**config.mk**
```make
export PLATFORM = sky130hd
export DESIGN_NAME = tdm_rx_frame
export DESIGN_NICKNAME = d
export VERILOG_FILES = /design/src/rtl/tdm_rx_pkg.sv /design/src/rtl/tdm_rx_timing.sv /design/src/rtl/tdm_rx_deser.sv /design/src/rtl/tdm_rx_dmem.sv /design/src/rtl/tdm_rx_frame.sv
export SDC_FILE = /design/constraint.sdc
export NUM_CORES = 1
export LEC_CHECK = 0
export BUFFER_PORTS_ARGS = -buffer_cell sky130_fd_sc_hd__buf_2
export CORE_UTILIZATION = 60
export CTS_CLUSTER_SIZE = 24
export DETAILED_ROUTE_END_ITERATION = 10
export PLACE_DENSITY_LB_ADDON = 0.25
export SYNTH_ARGS = -nofsm -noshare
export SYNTH_HDL_FRONTEND = slang
export SYNTH_SLANG_ARGS = --single-unit
```
**constraint.sdc**
```tcl
create_clock -name clk -period 3.2 [get_ports clk]
set_clock_uncertainty 0.2 [all_clocks]
set_input_delay 0.16 -clock clk [delete_from_list [all_inputs] [get_ports clk]]
set_output_delay 0.16 -clock clk [all_outputs]
set_load 0.03 [all_outputs]
```
**src/rtl/tdm_rx_pkg.sv**
```systemverilog
package tdm_rx_pkg;
  localparam int DEF_STREAMS      = 4;
  localparam int DEF_CHANNELS     = 32;
  localparam int DEF_WORD         = 8;
  localparam int DEF_CLKS_PER_BIT = 2;

  // index width that stays at least one bit wide
  function automatic int idx_w(input int n);
    return (n > 1) ? $clog2(n) : 1;
  endfunction
endpackage

```
**src/rtl/tdm_rx_timing.sv**
```systemverilog
module tdm_rx_timing
  import tdm_rx_pkg::*;
#(
  parameter int CHANNELS     = DEF_CHANNELS,
  parameter int WORD         = DEF_WORD,
  parameter int CLKS_PER_BIT = DEF_CLKS_PER_BIT,
  localparam int CW = idx_w(CHANNELS),
  localparam int BW = idx_w(WORD)
) (
  input  logic          clk,
  input  logic          rst,
  input  logic          fp_n,
  output logic [CW-1:0] chan,
  output logic [BW-1:0] bpos,
  output logic          sample,
  output logic          last_bit
);
  localparam int PW = idx_w(CLKS_PER_BIT);
  localparam logic [PW-1:0] PH_LAST  = PW'(CLKS_PER_BIT - 1);
  localparam logic [PW-1:0] PH_MID   = PW'(CLKS_PER_BIT / 2 - 1);
  localparam logic [BW-1:0] BIT_TOP  = BW'(WORD - 1);
  localparam logic [CW-1:0] CH_LAST  = CW'(CHANNELS - 1);

  logic [PW-1:0] ph;

  always_ff @(posedge clk) begin
    if (rst || !fp_n) begin
      ph   <= '0;
      bpos <= BIT_TOP;
      chan <= '0;
    end else if (ph == PH_LAST) begin
      ph <= '0;
      if (bpos == '0) begin
        bpos <= BIT_TOP;
        chan <= (chan == CH_LAST) ? '0 : chan + 1'b1;
      end else begin
        bpos <= bpos - 1'b1;
      end
    end else begin
      ph <= ph + 1'b1;
    end
  end

  assign sample   = (ph == PH_MID);
  assign last_bit = (bpos == '0);

  // a low pulse restarts the frame position
  a_r2_realign: assert property (@(posedge clk) disable iff (rst)
    !fp_n |=> (chan == '0 && bpos == BIT_TOP && ph == '0));

  // free-running wrap at the end of the frame
  a_r3_wrap: assert property (@(posedge clk) disable iff (rst)
    (fp_n && chan == CH_LAST && bpos == '0 && ph == PH_LAST) |=> (chan == '0 && bpos == BIT_TOP));

  // position holds for the whole bit cell
  a_r3_cell_hold: assert property (@(posedge clk) disable iff (rst)
    (fp_n && ph != PH_LAST) |=> ($stable(bpos) && $stable(chan)));
endmodule

```
**src/rtl/tdm_rx_deser.sv**
```systemverilog
module tdm_rx_deser
  import tdm_rx_pkg::*;
#(
  parameter int STREAMS  = DEF_STREAMS,
  parameter int CHANNELS = DEF_CHANNELS,
  parameter int WORD     = DEF_WORD,
  localparam int SW = idx_w(STREAMS),
  localparam int CW = idx_w(CHANNELS),
  localparam int AW = SW + CW
) (
  input  logic               clk,
  input  logic               rst,
  input  logic [STREAMS-1:0] st_in,
  input  logic               sample,
  input  logic               last_bit,
  input  logic [CW-1:0]      chan,
  output logic               we,
  output logic [AW-1:0]      waddr,
  output logic [WORD-1:0]    wdata
);
  localparam logic [SW-1:0] IDX_LAST = SW'(STREAMS - 1);

  logic                             cap;
  logic [STREAMS-1:0][WORD-1:0]     hold_bus;
  logic                             wr_act;
  logic [SW-1:0]                    wr_idx;
  logic [CW-1:0]                    hold_ch;

  assign cap = sample && last_bit;

  for (genvar s = 0; s < STREAMS; s++) begin : g_line
    logic [WORD-1:0] shreg;
    logic [WORD-1:0] held;
    always_ff @(posedge clk) begin
      if (sample) shreg <= {shreg[WORD-2:0], st_in[s]};
      if (cap)    held  <= {shreg[WORD-2:0], st_in[s]};
    end
    assign hold_bus[s] = held;
  end

  // serialise the per-line bytes onto one memory write port
  always_ff @(posedge clk) begin
    if (rst) begin
      wr_act  <= 1'b0;
      wr_idx  <= '0;
      hold_ch <= '0;
    end else if (cap) begin
      wr_act  <= 1'b1;
      wr_idx  <= '0;
      hold_ch <= chan;
    end else if (wr_act) begin
      if (wr_idx == IDX_LAST) wr_act <= 1'b0;
      wr_idx <= wr_idx + 1'b1;
    end
  end

  assign we    = wr_act;
  assign waddr = {wr_idx, hold_ch};
  assign wdata = hold_bus[wr_idx];

  // a write burst must finish before the next byte is latched
  a_r5_no_overlap: assert property (@(posedge clk) disable iff (rst)
    cap |-> !wr_act);

  // lines are written in ascending order
  a_r5_order: assert property (@(posedge clk) disable iff (rst)
    (wr_act && wr_idx != IDX_LAST && !cap) |=> (wr_act && wr_idx == $past(wr_idx) + 1'b1));
endmodule

```
**src/rtl/tdm_rx_dmem.sv**
```systemverilog
module tdm_rx_dmem #(
  parameter int AW   = 7,
  parameter int WORD = 8,
  localparam int DEPTH = 1 << AW
) (
  input  logic            clk,
  input  logic            we,
  input  logic [AW-1:0]   waddr,
  input  logic [WORD-1:0] wdata,
  input  logic [AW-1:0]   raddr,
  output logic [WORD-1:0] rdata
);
  logic [WORD-1:0] mem [DEPTH];

  always_ff @(posedge clk) begin
    if (we) mem[waddr] <= wdata;
    rdata <= mem[raddr];
  end

  // write address is always defined when a write happens
  a_r5_waddr_known: assert property (@(posedge clk) we |-> !$isunknown(waddr));
endmodule

```
**src/rtl/tdm_rx_frame.sv**
```systemverilog
module tdm_rx_frame
  import tdm_rx_pkg::*;
#(
  parameter int STREAMS      = DEF_STREAMS,
  parameter int CHANNELS     = DEF_CHANNELS,
  parameter int WORD         = DEF_WORD,
  parameter int CLKS_PER_BIT = DEF_CLKS_PER_BIT,
  localparam int SW = idx_w(STREAMS),
  localparam int CW = idx_w(CHANNELS),
  localparam int BW = idx_w(WORD),
  localparam int AW = SW + CW
) (
  input  logic               clk,
  input  logic               rst,
  input  logic               fp_n,
  input  logic [STREAMS-1:0] st_in,
  input  logic [AW-1:0]      rd_addr,
  output logic [WORD-1:0]    rd_data,
  output logic [CW-1:0]      chan_idx,
  output logic [BW-1:0]      bit_pos
);
  logic            sample;
  logic            last_bit;
  logic            we;
  logic [AW-1:0]   waddr;
  logic [WORD-1:0] wdata;

  tdm_rx_timing #(
    .CHANNELS(CHANNELS), .WORD(WORD), .CLKS_PER_BIT(CLKS_PER_BIT)
  ) u_timing (
    .clk(clk), .rst(rst), .fp_n(fp_n),
    .chan(chan_idx), .bpos(bit_pos), .sample(sample), .last_bit(last_bit)
  );

  tdm_rx_deser #(
    .STREAMS(STREAMS), .CHANNELS(CHANNELS), .WORD(WORD)
  ) u_deser (
    .clk(clk), .rst(rst), .st_in(st_in), .sample(sample), .last_bit(last_bit),
    .chan(chan_idx), .we(we), .waddr(waddr), .wdata(wdata)
  );

  tdm_rx_dmem #(.AW(AW), .WORD(WORD)) u_dmem (
    .clk(clk), .we(we), .waddr(waddr), .wdata(wdata),
    .raddr(rd_addr), .rdata(rd_data)
  );

  // memory is written only after the last bit of a channel was taken
  a_r6_write_after_byte: assert property (@(posedge clk) disable iff (rst)
    $rose(we) |-> ($past(last_bit) && $past(sample)));
endmodule

```
# After elaboration in Yosys (flattened, before gate mapping)
# Memories as Yosys holds them, arrays and structs flattened. A register that Yosys moved wholly into a read port is not among the register bits.
# Cells that the tools add are included.
# classes
magnitude_cmp	1
mux	9
bitwise	1
n_eq_ne	2
addsub	4
reduce_logical	7
# ops
cell	n
binary-select mux 8 bit (select 2 bit)	1
2-to-1 mux 8 bit	1
adder 5 x 1 -> 5 bit (second input constant)	1
== test 5 bit (second input constant)	1
2-to-1 mux 1 bit	5
2-to-1 mux 5 bit	1
OR reduction 2 bit	2
zero test 3 bit	1
< comparator 2 x 3 -> 1 bit (second input constant)	1
2-to-1 mux 3 bit	1
subtractor 3 x 1 -> 3 bit (second input constant)	1
adder 2 x 1 -> 2 bit (second input constant)	1
== test 2 bit (second input constant)	1
AND reduction 2 bit	1
adder 1 bit (second input constant)	1
logical AND 1 bit	1
zero test 1 bit	1
logical OR 1 bit	1
NOT 1 bit	1
# word_totals
word_cells	39
reg_bits	77
memories	1
inputBits	14
ramBits	1024
# mem_list
name	depth	width	rd	rd_ports_with_merged_regs	write_ports	line	source
u_dmem.mem	128	8	1	1	1	tdm_rx_dmem.sv:13	logic [WORD-1:0] mem [DEPTH];

# Depth between registers and ports, before layout
# depth
depth_word	4
ltp_mapped	7
depth_no_buf	6

# Cells and area by module
# From an unflattened synthesis, not the netlist that was laid out.
# hier_totals
hier_cells	1790
hier_area_um2	42445.7
# by_module_without_submodules
mod	seq_area_each_um2	cells_each	instances	area_each_um2
tdm_rx_dmem	30909.6	1635	1	39665.5
tdm_rx_deser	1961.9	105	1	2332.2
tdm_rx_timing	180.2	50	1	447.9

# Worst setup path after synthesis
# OpenSTA, ideal clock, no wires.
# synth_path
path_kind	input -> register
from	in rd_addr[0]
to	reg u_dmem.rdata[0] (read register of u_dmem.mem)
setup_slack_ps	336
required_time_ps	2879
stages	6
n_path_buf	2
t_arrival_ps	2543
path_cell_list	clkbuf_1 -> buf_1 -> mux4_2 -> mux4_2 -> mux4_2 -> mux2_2
# synth_rtl
item	line	source
start: declaration	tdm_rx_frame.sv:17	input logic [AW-1:0] rd_addr,
end: declaration	tdm_rx_dmem.sv:11	output logic [WORD-1:0] rdata

# Final worst setup path
# layout_path
from	reg u_deser.wr_act, in the netlist u_deser.we
to	mem u_dmem.mem[0][5] (enable)
# layout_via
elab_chain_cells	2
# layout_lines
item	line	source
start: declaration	tdm_rx_deser.sv:25	logic wr_act;
start signal: assignment	tdm_rx_deser.sv:44	wr_act <= 1'b0;
start signal: assignment	tdm_rx_deser.sv:48	wr_act <= 1'b1;
start signal: assignment	tdm_rx_deser.sv:52	if (wr_idx == IDX_LAST) wr_act <= 1'b0;
2-to-1 mux 1 bit	tdm_rx_dmem.sv:16	if (we) mem[waddr] <= wdata;
2-to-1 mux 1 bit (not written as such)	tdm_rx_dmem.sv:16	
end: declaration	tdm_rx_dmem.sv:13	
# Every way passes these cells.

==> results.md <==
| Quantity | Reported | Unit |
|---|---|---|
| Min Clock Period, post-route | 2950 | ps |
| Worst-path maximum fanout | 8 | - |
| Cell with the largest stage delay on the worst path | sky130_fd_sc_hd__nand2_1 | - |
| Share of post-route cells with drive strength above 1 | 0.331 | - |
| Area growth, synth to finish | 14.0 | % |
| Final hold violation count | 0 | - |
| Worst Path Arrival | 3020 | ps |
| Number of nets in the finished design | 2033 | - |
| FP Rows | 97 | - |
| Leak Pwr | 0.0152 | uW |
| CTS root buffer | sky130_fd_sc_hd__clkbuf_16 | - |
| Flip-flop cell with the highest count after synthesis | sky130_fd_sc_hd__edfxtp_1 | - |
| Final total negative setup slack | 0 | ps |
| Post-Syn Instances | 1786 | - |
| Number of non-filler instances in the completed layout | 3039 | - |
| Port Buffers | 29 | - |
| Initial standard-cell utilization of the core | 0.606 | - |
| Routed wire length per instance | 30.5 | um |
| Pin count of the biggest net entering global routing | 129 | - |
| Area inside the core boundary | 0.0700 | mm^2 |
| Vias after detailed routing | 19900 | - |
| Iter 0 DRT Violations | 2412 | - |
| Die X | 268 | um |
| Boundary pin count | 30 | - |
| Post-detailed-placement half-perimeter wirelength | 55.6 | mm |
| Count of TritonRoute iterations in the first routing pass | 6 | - |
| Remaining antenna violation count | 0 | - |
| Endpoint type of the worst setup path | flip-flop | - |
| Slew at the pin closest to its max-slew limit | 958 | ps |
| Library cell with the highest instance count after synthesis | sky130_fd_sc_hd__edfxtp_1 | - |
| Required time at the worst-slack endpoint | 3270 | ps |
| Final wirelength | 92.6 | mm |
| Number of warnings reported in the yosys synthesis log | 0 | - |
| Library cell with the largest summed area after synthesis | sky130_fd_sc_hd__edfxtp_1 | - |
| Post-synthesis sequential area ratio | 0.779 | - |
| Clock sinks | 1109 | - |
| IR drop worst, VDD | 0.460 | mV |
| Post-route cell area | 0.0483 | mm^2 |
| Net count after synthesis | 1808 | - |
| GR Util All Layers | 0.266 | - |
| Placed cells | 2834 | - |
| Run status | finished, final reports clean | - |
| Clock slew at the register clock pins of the worst setup and hold paths | 60 | ps |
| Die Height | 268 | um |
| Unrepaired setup endpoints after global routing | no | - |
| Async SR Flop Fraction | 0 | - |
| PostCTS Resize Cnt | 0 | - |
| Number of library cell types mapped by synthesis | 29 | - |
| Residual overflow from global routing | 0 | - |
| RePlAce Congestion | 0.815 | - |
| Flop and latch count out of synthesis | 1109 | - |
| Maximum count of clock buffers along a single path | 3 | - |
| Power per Cell Area | 592 | mW/mm^2 |
| Clock latency of the later-clocked register in the worst-skew pair | 670 | ps |
| Number of violations of the max-capacitance limit | 0 | - |
| Post-synthesis average cell area | 23.7 | um^2 |
| Fraction of post-synthesis cell area in the top cell type by area | 0.768 | - |
| Die area | 0.0718 | mm^2 |
| Setup Fix Bufs, Post-CTS | 0 | - |
| Count of final max-slew check failures | 0 | - |
| Number of remaining DRC errors | 0 | - |
| EDFF count, synth | 1084 | - |
| Wire length of the first global-routing pass | 135 | mm |
| Vias in the first global route | 20000 | - |
| Category of the worst setup path launch point | flip-flop | - |
| Cells taking the most area after synthesis | sky130_fd_sc_hd__edfxtp_1 (77%), sky130_fd_sc_hd__mux4_2 (18%), sky130_fd_sc_hd__nor2_1 (1.2%) | - |
| Count of antenna diodes in the layout | 0 | - |
| Period utilisation layout | 0.921 | - |
| Final setup violating endpoints | 0 | - |
| Initial antenna violation count | 2 | - |
| Clock tree from TritonCTS | done | - |
| Worst rel slew slack | 0.359 | - |
| Number of buffers created by CTS | 107 | - |
| Area after detailed placement | 0.0450 | mm^2 |
| Highest Clock Rate | 0.339 | GHz |
| Netlist area before placement | 0.0424 | mm^2 |
| Classification of the worst-slack hold path | input pin to flip-flop | - |
| Via density | 6.56 | - |
| CP cell instances | nor2b_1 -> nand2_1 -> buf_4 -> nor2_1 | - |
| Ranking of synthesized cells by instance count | sky130_fd_sc_hd__edfxtp_1 (1084), sky130_fd_sc_hd__mux4_2 (344), sky130_fd_sc_hd__nor2_1 (134), sky130_fd_sc_hd__clkbuf_1 (50), sky130_fd_sc_hd__dfxtp_1 (25) | - |
| H-Tree Level Count | 3 | - |
| Stage delay of the slowest cell on the critical path | 640 | ps |
| Worst Setup Path Type | flip-flop to flip-flop | - |
critical path, delay by kind of cell, from the launching register on:
| kind | cells | cell delay [ps] |
|---|---|---|
| flip-flops | 1 | 330 |
| buffers and inverters | 1 | 410 |
| AND/OR/NAND/NOR | 3 | 1620 |
cell families after synthesis:
logic type               Yosys count  share of synthesized area
multiplexers                     359                      0.186
adder cells (fa/ha/maj)            8                    0.00236
buffers and inverters            101                     0.0108
flip-flops                      1109                      0.779
XOR/XNOR                           2                   0.000413
AO/OA/AOI/OAI                     10                    0.00121
AND/OR/NAND/NOR                  197                     0.0195
final timing paths:
path | start | endpoint | slack (ps) | depth (start not counted)
setup / recovery | u_deser.we$_SDFF_PP0_ | u_dmem.mem[0][5]$_DFFE_PP_ | 250 | 4
hold / removal | st_in[2] | u_deser.g_line[2].shreg[0]$_DFFE_PN_ | 50 | 2
setup reg to reg | u_deser.we$_SDFF_PP0_ | u_dmem.mem[0][5]$_DFFE_PP_ | 250 | 4
hold reg to reg | u_deser.g_line[3].shreg[6]$_DFFE_PN_ | u_deser.g_line[3].held[7]$_DFFE_PP_ | 220 | 0
layout make-up:
cell class,count,area [um^2]
multi-input combinational,576,8930
inverter,6,22.5
timing repair buffer,211,1940
tap,940,1180
clock inverter,63,394
fill,4156,21700
clock buffer,134,2820
sequential,1109,33100
per-stage QoR:
step                      hold slack (ps)  worst slack, ps  power, uW  utilization
after floorplan                      58.9              336      16800            -
after detailed placement              154             86.7      17200        0.643
after global placement                155             79.6      17200        0.643
final                                48.5              252      28600        0.690
after global routing                 35.9              223      29300        0.690
after CTS                            19.0              326      28800        0.690
placed cells by master, fill, tap and decap left out, types with 2 or more instances in the layout:
| cell | synthesis | final |
|---|---|---|
| sky130_fd_sc_hd__clkinv_2 | 0 | 17 |
| sky130_fd_sc_hd__a21oi_1 | 5 | 5 |
| sky130_fd_sc_hd__clkbuf_1 | 50 | 25 |
| sky130_fd_sc_hd__nor3_1 | 12 | 12 |
| sky130_fd_sc_hd__mux2_2 | 8 | 8 |
| sky130_fd_sc_hd__nand3_1 | 14 | 14 |
| sky130_fd_sc_hd__nor2_1 | 134 | 134 |
| sky130_fd_sc_hd__buf_2 | 11 | 26 |
| sky130_fd_sc_hd__nand2_1 | 19 | 19 |
| sky130_fd_sc_hd__buf_12 | 0 | 31 |
| sky130_fd_sc_hd__inv_6 | 0 | 2 |
| sky130_fd_sc_hd__ha_1 | 8 | 8 |
| sky130_fd_sc_hd__bufinv_16 | 0 | 4 |
| sky130_fd_sc_hd__inv_1 | 6 | 6 |
| sky130_fd_sc_hd__buf_4 | 15 | 144 |
| sky130_fd_sc_hd__dfxtp_1 | 25 | 25 |
| sky130_fd_sc_hd__buf_8 | 0 | 2 |
| sky130_fd_sc_hd__nor2b_1 | 6 | 6 |
| sky130_fd_sc_hd__clkinvlp_4 | 0 | 3 |
| sky130_fd_sc_hd__o21ai_0 | 4 | 4 |
| sky130_fd_sc_hd__edfxtp_1 | 1084 | 1084 |
| sky130_fd_sc_hd__xnor2_1 | 2 | 2 |
| sky130_fd_sc_hd__mux4_4 | 0 | 8 |
| sky130_fd_sc_hd__mux2i_1 | 7 | 7 |
| sky130_fd_sc_hd__clkinv_1 | 0 | 35 |
| sky130_fd_sc_hd__mux4_2 | 344 | 336 |
| sky130_fd_sc_hd__clkbuf_16 | 0 | 109 |
| sky130_fd_sc_hd__clkinv_4 | 0 | 2 |
| sky130_fd_sc_hd__nand2b_1 | 4 | 4 |
| sky130_fd_sc_hd__dlygate4sd3_1 | 0 | 8 |
sequential cells by signal, summed over array words and instances, names as in the netlist:
signal / flops
u_deser.hold_ch: 5
u_timing.bpos: 3
u_timing.chan: 5
u_deser.g_line.held: 32
u_dmem.rdata: 8
u_deser.wr_idx: 2
u_deser.we: 1
u_deser.g_line.shreg: 28
u_dmem.mem: 1024
u_timing.ph: 1
repair_timing:
item,4_1_cts,5_1_grt
hold buffers,8,0
endpoints found under the setup margin,0,0
hold endpoints to repair,33,0
report_power, final:
part	switching [uW]	internal, uW
Clock	5130	6530
Sequential	53.5	15800
Combinational	542	570
layer usage:
metal	up-vias	global-route usage	part of all wire	routed length, um
li1	8052	-	-	-
met1	10600	0.402	0.40	37400
met2	1166	0.411	0.48	44500
met3	129	0.0458	0.094	8660
met4	0	0.0710	0.022	2010
met5	-	0	0	0
(Power assumes the default switching activity.)
